### src/rtl/cfgmem_pkg.sv
package cfgmem_pkg;
    typedef enum logic [2:0] {
        OP_LOAD   = 3'd0,
        OP_COMMIT = 3'd1,
        OP_FETCH  = 3'd2,
        OP_READ   = 3'd3,
        OP_SETOFF = 3'd4,
        OP_MOVE   = 3'd5
    } op_e;

    typedef enum logic [1:0] {
        SQ_IDLE = 2'd0,
        SQ_RD   = 2'd1,
        SQ_WR   = 2'd2
    } sq_e;
endpackage

### src/rtl/cfgmem_xlate.sv
module cfgmem_xlate #(
    parameter int NUM_ROWS = 16,
    parameter int NUM_OFFS = 4,
    parameter int RAW      = $clog2(NUM_ROWS),
    parameter int SW       = $clog2(NUM_OFFS)
) (
    input  logic [NUM_OFFS-1:0][RAW-1:0] offs,
    input  logic [SW-1:0]                sel,
    input  logic [RAW-1:0]               row,
    input  logic [RAW:0]                 span,
    output logic [RAW-1:0]               phys,
    output logic                         oob
);
    logic [RAW+1:0] base;
    logic [RAW+1:0] limit;

    always_comb begin
        base  = {2'b00, row} + {2'b00, offs[sel]};
        limit = base + {1'b0, span};
        phys  = base[RAW-1:0];
        oob   = (limit > (RAW+2)'(NUM_ROWS)) | (base >= (RAW+2)'(NUM_ROWS));
    end
endmodule

### src/rtl/cfgmem_move_seq.sv
module cfgmem_move_seq
    import cfgmem_pkg::*;
#(
    parameter int NUM_ROWS = 16,
    parameter int RAW      = $clog2(NUM_ROWS)
) (
    input  logic           clk,
    input  logic           rst_n,
    input  logic           start,
    input  logic [RAW-1:0] src_base,
    input  logic [RAW-1:0] dst_base,
    input  logic [RAW:0]   count,
    output logic           busy,
    output logic           rd,
    output logic           wr,
    output logic [RAW-1:0] rd_row,
    output logic [RAW-1:0] wr_row
);
    typedef struct packed {
        sq_e            st;
        logic           asc;
        logic [RAW-1:0] src;
        logic [RAW-1:0] dst;
        logic [RAW:0]   cnt;
        logic [RAW:0]   idx;
    } seq_t;

    seq_t q, d;
    logic [RAW-1:0] step;

    always_comb begin
        d      = q;
        step   = q.asc ? q.idx[RAW-1:0] : RAW'(q.cnt - q.idx - 1'b1);
        rd_row = q.src + step;
        wr_row = q.dst + step;
        rd     = (q.st == SQ_RD);
        wr     = (q.st == SQ_WR);
        busy   = (q.st != SQ_IDLE);
        case (q.st)
            SQ_IDLE: if (start) begin
                d.st  = SQ_RD;
                d.asc = (dst_base < src_base);
                d.src = src_base;
                d.dst = dst_base;
                d.cnt = count;
                d.idx = '0;
            end
            SQ_RD: d.st = SQ_WR;
            SQ_WR: begin
                if (q.idx == q.cnt - 1'b1) begin
                    d.st = SQ_IDLE;
                end else begin
                    d.st  = SQ_RD;
                    d.idx = q.idx + 1'b1;
                end
            end
            default: d.st = SQ_IDLE;
        endcase
    end

    always_ff @(posedge clk or negedge rst_n) begin
        if (!rst_n) q <= '{st: SQ_IDLE, default: '0};
        else        q <= d;
    end

    AST_RD_THEN_WR: assert property (@(posedge clk) disable iff (!rst_n)
        rd |=> wr);
    AST_MOVE_ENDS_ON_WR: assert property (@(posedge clk) disable iff (!rst_n)
        $fell(busy) |-> $past(wr));
endmodule

### src/rtl/cfgmem_row_store.sv
module cfgmem_row_store #(
    parameter int WORD_W        = 8,
    parameter int WORDS_PER_ROW = 4,
    parameter int NUM_ROWS      = 16,
    parameter int RAW           = $clog2(NUM_ROWS),
    parameter int WAW           = $clog2(WORDS_PER_ROW)
) (
    input  logic              clk,
    input  logic              rst_n,
    input  logic              word_we,
    input  logic [WAW-1:0]    word_addr,
    input  logic [WORD_W-1:0] word_data,
    input  logic              row_rd,
    input  logic [RAW-1:0]    rd_row,
    input  logic              row_wr,
    input  logic [RAW-1:0]    wr_row,
    output logic [WORD_W-1:0] rd_word
);
    typedef logic [WORDS_PER_ROW-1:0][WORD_W-1:0] row_t;

    typedef struct packed {
        row_t                   stage;
        logic [NUM_ROWS-1:0][WORDS_PER_ROW*WORD_W-1:0] mem;
    } store_t;

    store_t q, d;

    always_comb begin
        d = q;
        if (word_we) d.stage[word_addr] = word_data;
        if (row_rd)  d.stage = q.mem[rd_row];
        if (row_wr)  d.mem[wr_row] = q.stage;
        rd_word = q.stage[word_addr];
    end

    always_ff @(posedge clk or negedge rst_n) begin
        if (!rst_n) q <= '0;
        else        q <= d;
    end

    AST_NO_RDWR_CLASH: assert property (@(posedge clk) disable iff (!rst_n)
        !(row_rd && row_wr));
    AST_COMMIT_LANDS: assert property (@(posedge clk) disable iff (!rst_n)
        row_wr |=> (q.mem[$past(wr_row)] == $past(q.stage)));
endmodule

### src/rtl/cfgmem_reloc.sv
module cfgmem_reloc
    import cfgmem_pkg::*;
#(
    parameter int WORD_W        = 8,
    parameter int WORDS_PER_ROW = 4,
    parameter int NUM_ROWS      = 16,
    parameter int NUM_OFFS      = 4,
    parameter int RAW           = $clog2(NUM_ROWS),
    parameter int WAW           = $clog2(WORDS_PER_ROW),
    parameter int SW            = $clog2(NUM_OFFS)
) (
    input  logic              clk,
    input  logic              rst_n,
    input  logic              cmd_valid,
    output logic              cmd_ready,
    input  logic [2:0]        cmd_op,
    input  logic [RAW-1:0]    cmd_row,
    input  logic [WAW-1:0]    cmd_word_addr,
    input  logic [SW-1:0]     cmd_off_sel,
    input  logic [SW-1:0]     cmd_dst_sel,
    input  logic [RAW:0]      cmd_count,
    input  logic [WORD_W-1:0] cmd_data,
    output logic              rsp_valid,
    output logic [WORD_W-1:0] rsp_data,
    output logic              busy,
    output logic              err
);
    typedef struct packed {
        logic [NUM_OFFS-1:0][RAW-1:0] offs;
        logic                         err;
        logic                         rsp_v;
        logic [WORD_W-1:0]            rsp_d;
    } top_t;

    top_t q, d;

    logic              acc, is_move;
    logic [RAW:0]      span;
    logic [RAW-1:0]    src_phys, dst_phys;
    logic              src_oob, dst_oob;
    logic              seq_busy, seq_rd, seq_wr, seq_start;
    logic [RAW-1:0]    seq_rd_row, seq_wr_row;
    logic              ld_we, c_rd, c_wr, row_rd, row_wr;
    logic [RAW-1:0]    rd_row, wr_row;
    logic [WORD_W-1:0] rd_word;

    assign is_move = (cmd_op == OP_MOVE);
    assign span    = is_move ? cmd_count : (RAW+1)'(1);

    cfgmem_xlate #(.NUM_ROWS(NUM_ROWS), .NUM_OFFS(NUM_OFFS)) u_src (
        .offs(q.offs), .sel(cmd_off_sel), .row(cmd_row), .span(span),
        .phys(src_phys), .oob(src_oob));

    cfgmem_xlate #(.NUM_ROWS(NUM_ROWS), .NUM_OFFS(NUM_OFFS)) u_dst (
        .offs(q.offs), .sel(cmd_dst_sel), .row(cmd_row), .span(span),
        .phys(dst_phys), .oob(dst_oob));

    cfgmem_move_seq #(.NUM_ROWS(NUM_ROWS)) u_seq (
        .clk(clk), .rst_n(rst_n), .start(seq_start),
        .src_base(src_phys), .dst_base(dst_phys), .count(cmd_count),
        .busy(seq_busy), .rd(seq_rd), .wr(seq_wr),
        .rd_row(seq_rd_row), .wr_row(seq_wr_row));

    always_comb begin
        d         = q;
        d.err     = 1'b0;
        d.rsp_v   = 1'b0;
        acc       = cmd_valid && !seq_busy;
        ld_we     = 1'b0;
        c_rd      = 1'b0;
        c_wr      = 1'b0;
        seq_start = 1'b0;
        if (acc) begin
            case (cmd_op)
                OP_LOAD:   ld_we = 1'b1;
                OP_COMMIT: if (src_oob) d.err = 1'b1; else c_wr = 1'b1;
                OP_FETCH:  if (src_oob) d.err = 1'b1; else c_rd = 1'b1;
                OP_READ: begin
                    d.rsp_v = 1'b1;
                    d.rsp_d = rd_word;
                end
                OP_SETOFF: d.offs[cmd_off_sel] = cmd_row;
                OP_MOVE: begin
                    if (cmd_count == '0 || src_oob || dst_oob) d.err = 1'b1;
                    else seq_start = 1'b1;
                end
                default: ;
            endcase
        end
        row_rd = c_rd | seq_rd;
        row_wr = c_wr | seq_wr;
        rd_row = seq_busy ? seq_rd_row : src_phys;
        wr_row = seq_busy ? seq_wr_row : src_phys;
    end

    always_ff @(posedge clk or negedge rst_n) begin
        if (!rst_n) q <= '0;
        else        q <= d;
    end

    cfgmem_row_store #(
        .WORD_W(WORD_W), .WORDS_PER_ROW(WORDS_PER_ROW), .NUM_ROWS(NUM_ROWS)
    ) u_store (
        .clk(clk), .rst_n(rst_n),
        .word_we(ld_we), .word_addr(cmd_word_addr), .word_data(cmd_data),
        .row_rd(row_rd), .rd_row(rd_row), .row_wr(row_wr), .wr_row(wr_row),
        .rd_word(rd_word));

    assign cmd_ready = !seq_busy;
    assign busy      = seq_busy;
    assign err       = q.err;
    assign rsp_valid = q.rsp_v;
    assign rsp_data  = q.rsp_d;

    AST_ERR_QUIET: assert property (@(posedge clk) disable iff (!rst_n)
        d.err |-> !(row_rd || row_wr || seq_start));
    AST_OFFS_HOLD: assert property (@(posedge clk) disable iff (!rst_n)
        !(acc && cmd_op == OP_SETOFF) |=> $stable(q.offs));
endmodule

### config.mk
export PLATFORM = sky130hd
export DESIGN_NAME = cfgmem_reloc
export DESIGN_NICKNAME = d
export VERILOG_FILES = /design/src/rtl/cfgmem_pkg.sv /design/src/rtl/cfgmem_xlate.sv /design/src/rtl/cfgmem_move_seq.sv /design/src/rtl/cfgmem_row_store.sv /design/src/rtl/cfgmem_reloc.sv
export SDC_FILE = /design/constraint.sdc
export NUM_CORES = 1
export LEC_CHECK = 0
export BUFFER_PORTS_ARGS = -buffer_cell sky130_fd_sc_hd__buf_2
export CELL_PAD_IN_SITES_DETAIL_PLACEMENT = 1
export CELL_PAD_IN_SITES_GLOBAL_PLACEMENT = 2
export CORE_MARGIN = 8
export CORE_UTILIZATION = 43
export CTS_CLUSTER_SIZE = 25
export DETAILED_ROUTE_END_ITERATION = 8
export PLACE_DENSITY_LB_ADDON = 0.1
export SLEW_MARGIN = 0
export SYNTH_ARGS = -nofsm -noshare
export SYNTH_HDL_FRONTEND = slang
export SYNTH_HIERARCHICAL = 1
export SYNTH_SLANG_ARGS = --single-unit
### constraint.sdc
create_clock -name clk -period 4.5 [get_ports clk]
set_input_delay 0.45 -clock clk [delete_from_list [all_inputs] [get_ports clk]]
set_output_delay 0.45 -clock clk [all_outputs]
set_load 0.03 [all_outputs]
==> results of run 1 <==
## critical path, cell delays in order, from the launching register on
cell	delay, ns
dfrtp_1	0.39
mux4_2	0.52
ha_4	0.19
fa_2	0.39
xor2_2	0.16
ha_1	0.33
nor2b_1	0.14
o21a_1	0.19
or3b_1	0.37
o31ai_1	0.22
or2_1	0.16
nor2b_2	0.06
a31o_4	0.26
nor3b_4	0.16
buf_4	0.15
nand3b_1	0.10
buf_6	0.16
buf_12	0.18
mux2_2	0.35
## per-stage QoR
stage	hold slack, ns	TNS (ns)
floorplan	0.154	-0.975
global placement	0.461	-110.92
detailed placement	0.477	-154.76
CTS	0.0637	-6.88
global route	0.109	-62.44
finish	0.104	-6.45
## registers in the layout, indices dropped and copies added (netlist names)
signal,count
q,16
rsp_valid,1
err,1
rsp_data,8
u_store/q,544
u_seq/q,21
## logic make-up after synthesis
group           Yosys count  share of synthesized area (%)
mux                     782                           36.7
flops                   591                           52.4
buf+inv                 171                           2.90
simple gates            148                           2.66
compound gates          111                           2.68
fa+ha+maj                41                           2.00
xor+xnor                 19                          0.687
## power groups by stage
stage               combinational (mW)  clock (mW)  sequential, mW
floorplan                         5.00           0            6.92
global placement                  6.89           0            7.52
detailed placement                6.98           0            7.59
CTS                               7.16        5.65            7.52
global route                      7.74        5.86            7.73
finish                            7.16        5.49            7.54
## final cells by class
| type | instances | area [um2] | area share (%) |
|---|---|---|---|
| sequential | 591 | 14800 | 44.0 |
| multi-input combinational | 1101 | 13300 | 39.4 |
| timing repair buffer | 182 | 2220 | 6.59 |
| clock buffer | 95 | 1960 | 5.84 |
| tap | 864 | 1080 | 3.21 |
| clock inverter | 19 | 249 | 0.740 |
| inverter | 19 | 71.3 | 0.212 |
## worst max-delay path by stage
stage / to / cells past startpoint
after floorplan: u_store/q[257] / 16
after global placement: u_store/q[392] / 16
after detailed placement: u_store/q[392] / 17
after CTS: u_store/q[399] / 16
after global routing: u_store/q[139] / 18
final: u_store/q[139] / 18
## layer usage
| metal | global-route usage, % | vias to the layer above | part of all wire, % |
|---|---|---|---|
| li1 | - | 7068 | - |
| met1 | 29.2 | 8942 | 45 |
| met2 | 34.7 | 250 | 48 |
| met3 | 3.89 | 125 | 4.0 |
| met4 | 7.12 | 0 | 2.9 |
| met5 | 0 | - | 0 |
## cell usage in the layout (no fill, tap or decap), drive strengths merged, types with 5 or more instances in the layout
| cell type | Yosys | final |
|---|---|---|
| mux2 | 569 | 569 |
| clkbuf | 64 | 96 |
| buf | 88 | 180 |
| nor2 | 21 | 21 |
| nand3 | 10 | 10 |
| nand3b | 7 | 7 |
| xor2 | 11 | 11 |
| inv | 19 | 22 |
| mux4 | 144 | 144 |
| fa | 7 | 7 |
| ha | 34 | 34 |
| nand2b | 5 | 5 |
| dfrtp | 591 | 591 |
| and3 | 6 | 6 |
| nand2 | 65 | 65 |
| a21o | 42 | 42 |
| o22ai | 32 | 32 |
| nor3b | 5 | 5 |
| o21ai | 11 | 11 |
| clkinv | 0 | 11 |
| mux2i | 69 | 69 |
| xnor2 | 6 | 6 |
| a21oi | 11 | 11 |
| nor2b | 10 | 10 |
## repair_timing
| action | CTS | global route |
|---|---|---|
| hold endpoints to repair | 78 | 0 |
| gates resized for setup | 80 | 75 |
| hold buffers | 1 | 0 |
| gates cloned | 9 | 1 |
| endpoints found under the setup margin | 489 | 520 |
| pin swaps | 10 | 11 |
| setup buffers | 11 | 4 |
==> metrics.cfg, run 1 <==
[outcome]
status=finished, violations left
violations=negative setup slack

[power_and_ir_drop]
cellPowerDensity_nw_per_um2=600
vdd_drop_max_mv=0.323
power.internal_mw=13.2
p_sw_share_pct=34.8
total_power_mw=20.2
p_switching_mw=7.03
power.share.clock_pct=27.2
p_seq_share_pct=37.4
pwr-share-comb_pct=35.5
p_leak_nw=16.6

[floorplanning]
core_region_area_um2=65400
dieArea_um2=74100
ioPinCount=41
initial_utilization_pct=43.2
rows=94
die_h_um=272
die_x_um=272

[clock_tree]
cts.reportedPaths.clkPinSlew_ns=0.06
htree_num_levels=3
cts_buffer_depth=3
clock-sinks=591
cts_root_buf=clkbuf_16
clk_latency_ns=0.61
cts_made_buffers=68
cts_tree=yes

[global_route]
grt_pass1_wl_um=122000
grt_pass1_vias=18700
overflow=0
grt_max_degree=114
antenna_found_initial=1
grt.total_usage_pct=21.5

[setup_path]
critPathLaunch=q[22]
end_kind=flip-flop
ff2ff_setup_slack_ns=-0.13
r2r_end=u_store/q[139]
path_class=reg2reg
cp_max_fo=11
r2r-start=q[22]
cp.arrival_ns=5.10
cp-start-kind=flip-flop
critical_path_required_ns=4.97
reg2regPathDepth=18

[place]
dpl.hpwl_um=48300
place_ws_ns=-0.466
place_area_um2=30400
io_buffers=40
dp.cells=2731
gp_congestion=0.771

[hold_path]
holdPathEnd=u_seq/q[7]
holdPathStages=3
min_from=cmd_count[2]
worstHoldPathType=in2reg

[timing]
layout_min_cycle_time_ns=4.63
rsz0062_at_grt=yes
timing.final.max_slew_violations=0
setup_violations=137
slew_headroom_pct=38.9
skew_ns=0.0388
tightestPinTransition_ns=0.916
finalCritPeriodShare_pct=103
layout_setup_ws_ns=-0.130
max_freq_mhz=216
finalHoldViolations=0

[logic_synthesis]
synth_edf_count=0
netlist_area_um2=28200
synth_area_leaders=dfrtp_1 (52%), mux2_2 (22%), mux4_2 (11%), mux2i_1 (2.4%), ha_1 (1.5%)
syn_nets=1933
synth_cell_types=57
synth_common_cells=dfrtp_1 (591), mux2_2 (561), mux4_2 (144)
synth_top_area_share_pct=52.4
yosysTopAreaCell=dfrtp_1
async_reset_ff_share_pct=100
seq_area_frac_synth_pct=52.4
synth_ff_type=dfrtp_1
synth.most_common_cell=dfrtp_1
synth.avg_cell_area_um2=15.2
synth_warnings=6
yosys_register_bits=591
synth_cells=1863

[detailed_routing]
ant_nets=0
via_count=16400
vias_per_cell=5.71
drc_errors=0
drt-total-wl_um=78200
routedWlPerCell_um=27.3
drt_iter0_drc=792
drtPass1Iterations=4

[cells_and_area]
final_core_util_pct=51.4
antenna_cells=0
drive_gt1_share_pct=51.7
nets=2033
n_fill_cell=6169
syn2layout_area_growth_pct=19.1
final_cells=2871
postLayoutCellArea_um2=33600

[run]
drv_cap=0

No activity file was read; power rests on OpenSTA's default activity.
==> run 2: changes to the inputs <==
- CORE_UTILIZATION: 43 -> 40
==> metrics.cfg, run 2 (same netlist as run 1, synthesis figures left out) <==
[setup_path]
crit_top_cell=fa_2
cp_max_fo=7  ; was 11
critical_path_required_ns=4.98  ; was 4.97 ns
cp_cell_sequence=mux4_2, ha_4, fa_2, inv_2, fa_2, nor3b_2, and4_4, o41ai_1, or2_1, nor2b_2, a31o_2, buf_4, nand3b_1, buf_6, nor2_4, buf_12, clkbuf_16, mux2_2  ; was mux4_2, ha_4, fa_2, xor2_2, ha_1, nor2b_1, o21a_1, or3b_1, o31ai_1, or2_1, nor2b_2, a31o_4, nor3b_4, buf_4, nand3b_1, buf_6, buf_12, mux2_2
cp_top_family=adder cells  ; was simple AND/OR/NAND/NOR gates
max_stage_delay_ns=0.54  ; was 0.52 ns
path_class=reg2reg  ; unchanged
cpMaxStageDelayCell=fa_2  ; was mux4_2
end_kind=flip-flop  ; unchanged
cp-start-kind=flip-flop  ; unchanged
cp.arrival_ns=5.09  ; was 5.10 ns
crit_buf_inv=5  ; was 3

[floorplanning]
initial_utilization_pct=40.4  ; was 43.2%
rows=97  ; was 94
core_region_area_um2=69900  ; was 65400 um2
die_h_um=282  ; was 272 um
dieArea_um2=79300  ; was 74100 um2
die_x_um=282  ; was 272 um
ioPinCount=41  ; unchanged

[outcome]
violations=negative setup slack  ; unchanged
status=finished, violations left  ; unchanged

[timing]
rsz0062_at_grt=yes  ; unchanged
max_freq_mhz=217  ; was 216 MHz
finalHoldViolations=0  ; unchanged
finalCritPeriodShare_pct=102  ; was 103%
setup_violations=242  ; was 137
timing.final.max_slew_violations=0  ; unchanged
slew_headroom_pct=39.5  ; was 38.9%
skew_ns=0.0199  ; was 0.0388 ns
tightestPinTransition_ns=0.905  ; was 0.916 ns
layout_min_cycle_time_ns=4.61  ; was 4.63 ns
layout_setup_ws_ns=-0.111  ; was -0.130 ns
setup_tns_ns=-11.08  ; was -6.45 ns

[cells_and_area]
top_register=u_store/q  ; unchanged
drive_gt1_share_pct=52.0  ; was 51.7%
syn2layout_area_growth_pct=24.1  ; was 19.1%
ff_latch_area_um2=14800  ; unchanged
reg_top3=u_store/q: 544 flops, u_seq/q: 21 flops, q: 16 flops  ; unchanged
nets=2058  ; was 2033
largest_reg_flops=544  ; unchanged
final_cell_mix=dfrtp_1 (591), mux2_2 (316), mux2_4 (250)  ; was dfrtp_1 (591), mux2_2 (454), mux4_2 (144)
n_fill_cell=6646  ; was 6169
multi_input_area_um2=13800  ; was 13300 um2
final_core_util_pct=50.1  ; was 51.4%
final_common_cell=dfrtp_1  ; unchanged
final_cells=2981  ; was 2871
postLayoutCellArea_um2=35000  ; was 33600 um2

[detailed_routing]
routedWlPerCell_um=28.6  ; was 27.3 um
drt_iter0_drc=957  ; was 792
drtPass1Iterations=4  ; unchanged
via_count=16800  ; was 16.4k
drt-total-wl_um=85200  ; was 78200 um
vias_per_cell=5.64  ; was 5.71
ant_nets=0  ; unchanged
drc_errors=0  ; unchanged

[run]
drv_cap=0  ; unchanged

[clock_tree]
cts_buffer_depth=3  ; unchanged
clk_latency_ns=0.60  ; was 0.61 ns
htree_num_levels=3  ; unchanged
cts_tree=yes  ; unchanged
cts_made_buffers=69  ; was 68
cts.reportedPaths.clkPinSlew_ns=0.06  ; about the same
cts_root_buf=clkbuf_16  ; unchanged
clock-sinks=591  ; unchanged

[global_route]
antenna_found_initial=3  ; was 1
grt.total_usage_pct=20.2  ; was 21.5%
overflow=0  ; unchanged
grt_pass1_wl_um=122000  ; about the same
grt_max_degree=131  ; was 114
grt_pass1_vias=18700  ; about the same

[place]
dp.cells=2805  ; was 2731
gp_congestion=0.761  ; was 0.771
dpl.hpwl_um=48600  ; was 48300 um
place_area_um2=30600  ; was 30400 um2
io_buffers=40  ; unchanged

[power_and_ir_drop]
vdd_drop_max_mv=0.422  ; was 0.323 mV
p_leak_nw=16.9  ; was 16.6 nW
cellPowerDensity_nw_per_um2=586  ; was 600 nW/um2

[hold_path]
worstHoldPathType=in2reg  ; unchanged

[run 2: changes by cell type in the layout (fill, tap and decap cells not counted), moves of 3 or more]
cell and delta:
buf_6 -4, buf_16 +6, bufinv_16 -3, buf_8 +9, clkbuf_16 +22, mux2_4 +139
clkbuf_8 +3, buf_12 +8, mux2_2 -138, clkbuf_1 +11, buf_4 -13
[run 2: timing repair]
action / in CTS / in global routing
gates resized for setup: 26 / 294
setup buffers: 11 / 15
pin swaps: 6 / 14
gates cloned: 6 / 20
hold buffers: 1 / 0
hold endpoints to repair: 66 / 0
endpoints found under the setup margin: 512 / 519
[run 2: area by class of cell]
type	instances	area share (%)
Antenna cell	2	0.0143
Clock buffer	113	6.13
Clock inverter	9	0.211
Inverter	19	0.204
Multi-Input combinational cell	1101	39.3
Sequential cell	591	42.2
Tap cell	940	3.36
Timing Repair Buffer	206	8.52
[run 2: power breakdown]
part	leakage [nW]	switching, mW	internal [mW]
logic	7.64	3.63	3.75
clock network	1.09	2.23	3.26
registers	8.19	1.32	6.33
total	16.9	7.18	13.3
[run 2: worst reg2reg max path: stages (launching register included)]
cell and delay [ns]:
dfrtp_1 0.41, mux4_2 0.52, ha_4 0.19, fa_2 0.54
inv_2 0.04, fa_2 0.52, nor3b_2 0.15, and4_4 0.23
o41ai_1 0.07, or2_1 0.25, nor2b_2 0.13, a31o_2 0.19
buf_4 0.12, nand3b_1 0.13, buf_6 0.18, nor2_4 0.11
buf_12 0.18, clkbuf_16 0.20, mux2_2 0.33
[run 2: path summary, 6_finish.rpt]
kind | startpoint | end | slack (ns) | depth (start not counted)
hold / removal | cmd_count[2] | u_seq/q[7] | 0.1 | 3
min in group asynchronous | rst_n | u_seq/q[7] | 0.43 | 2
setup / recovery | q[22] | u_store/q[458] | -0.11 | 18
max in group asynchronous | rst_n | u_store/q[418] | 2.85 | 3
setup reg to reg | q[22] | u_store/q[458] | -0.11 | 18
hold reg to reg | u_seq/q[14] | u_seq/q[14] | 0.49 | 2
[run 2: per-layer routing]
metal  vias to the layer above  share of wire [%]  track usage [%]
li1                       7155                  -                -
met1                      9257                 47             28.7
met2                       292                 47             32.2
met3                       110                3.7             3.20
met4                         0                2.1             5.78
met5                         -                  0                0
[run 2: per-stage QoR]
| step | setup slack (ns) | hold WS, ns | power (mW) |
|---|---|---|---|
| after floorplan | -0.0198 | 0.154 | 11.9 |
| final | -0.111 | 0.0975 | 20.5 |
| after global placement | -0.385 | 0.462 | 14.4 |
| after CTS | -0.0289 | 0.0593 | 20.3 |
| after detailed placement | -0.515 | 0.475 | 14.6 |
| after global routing | -0.205 | 0.104 | 21.6 |
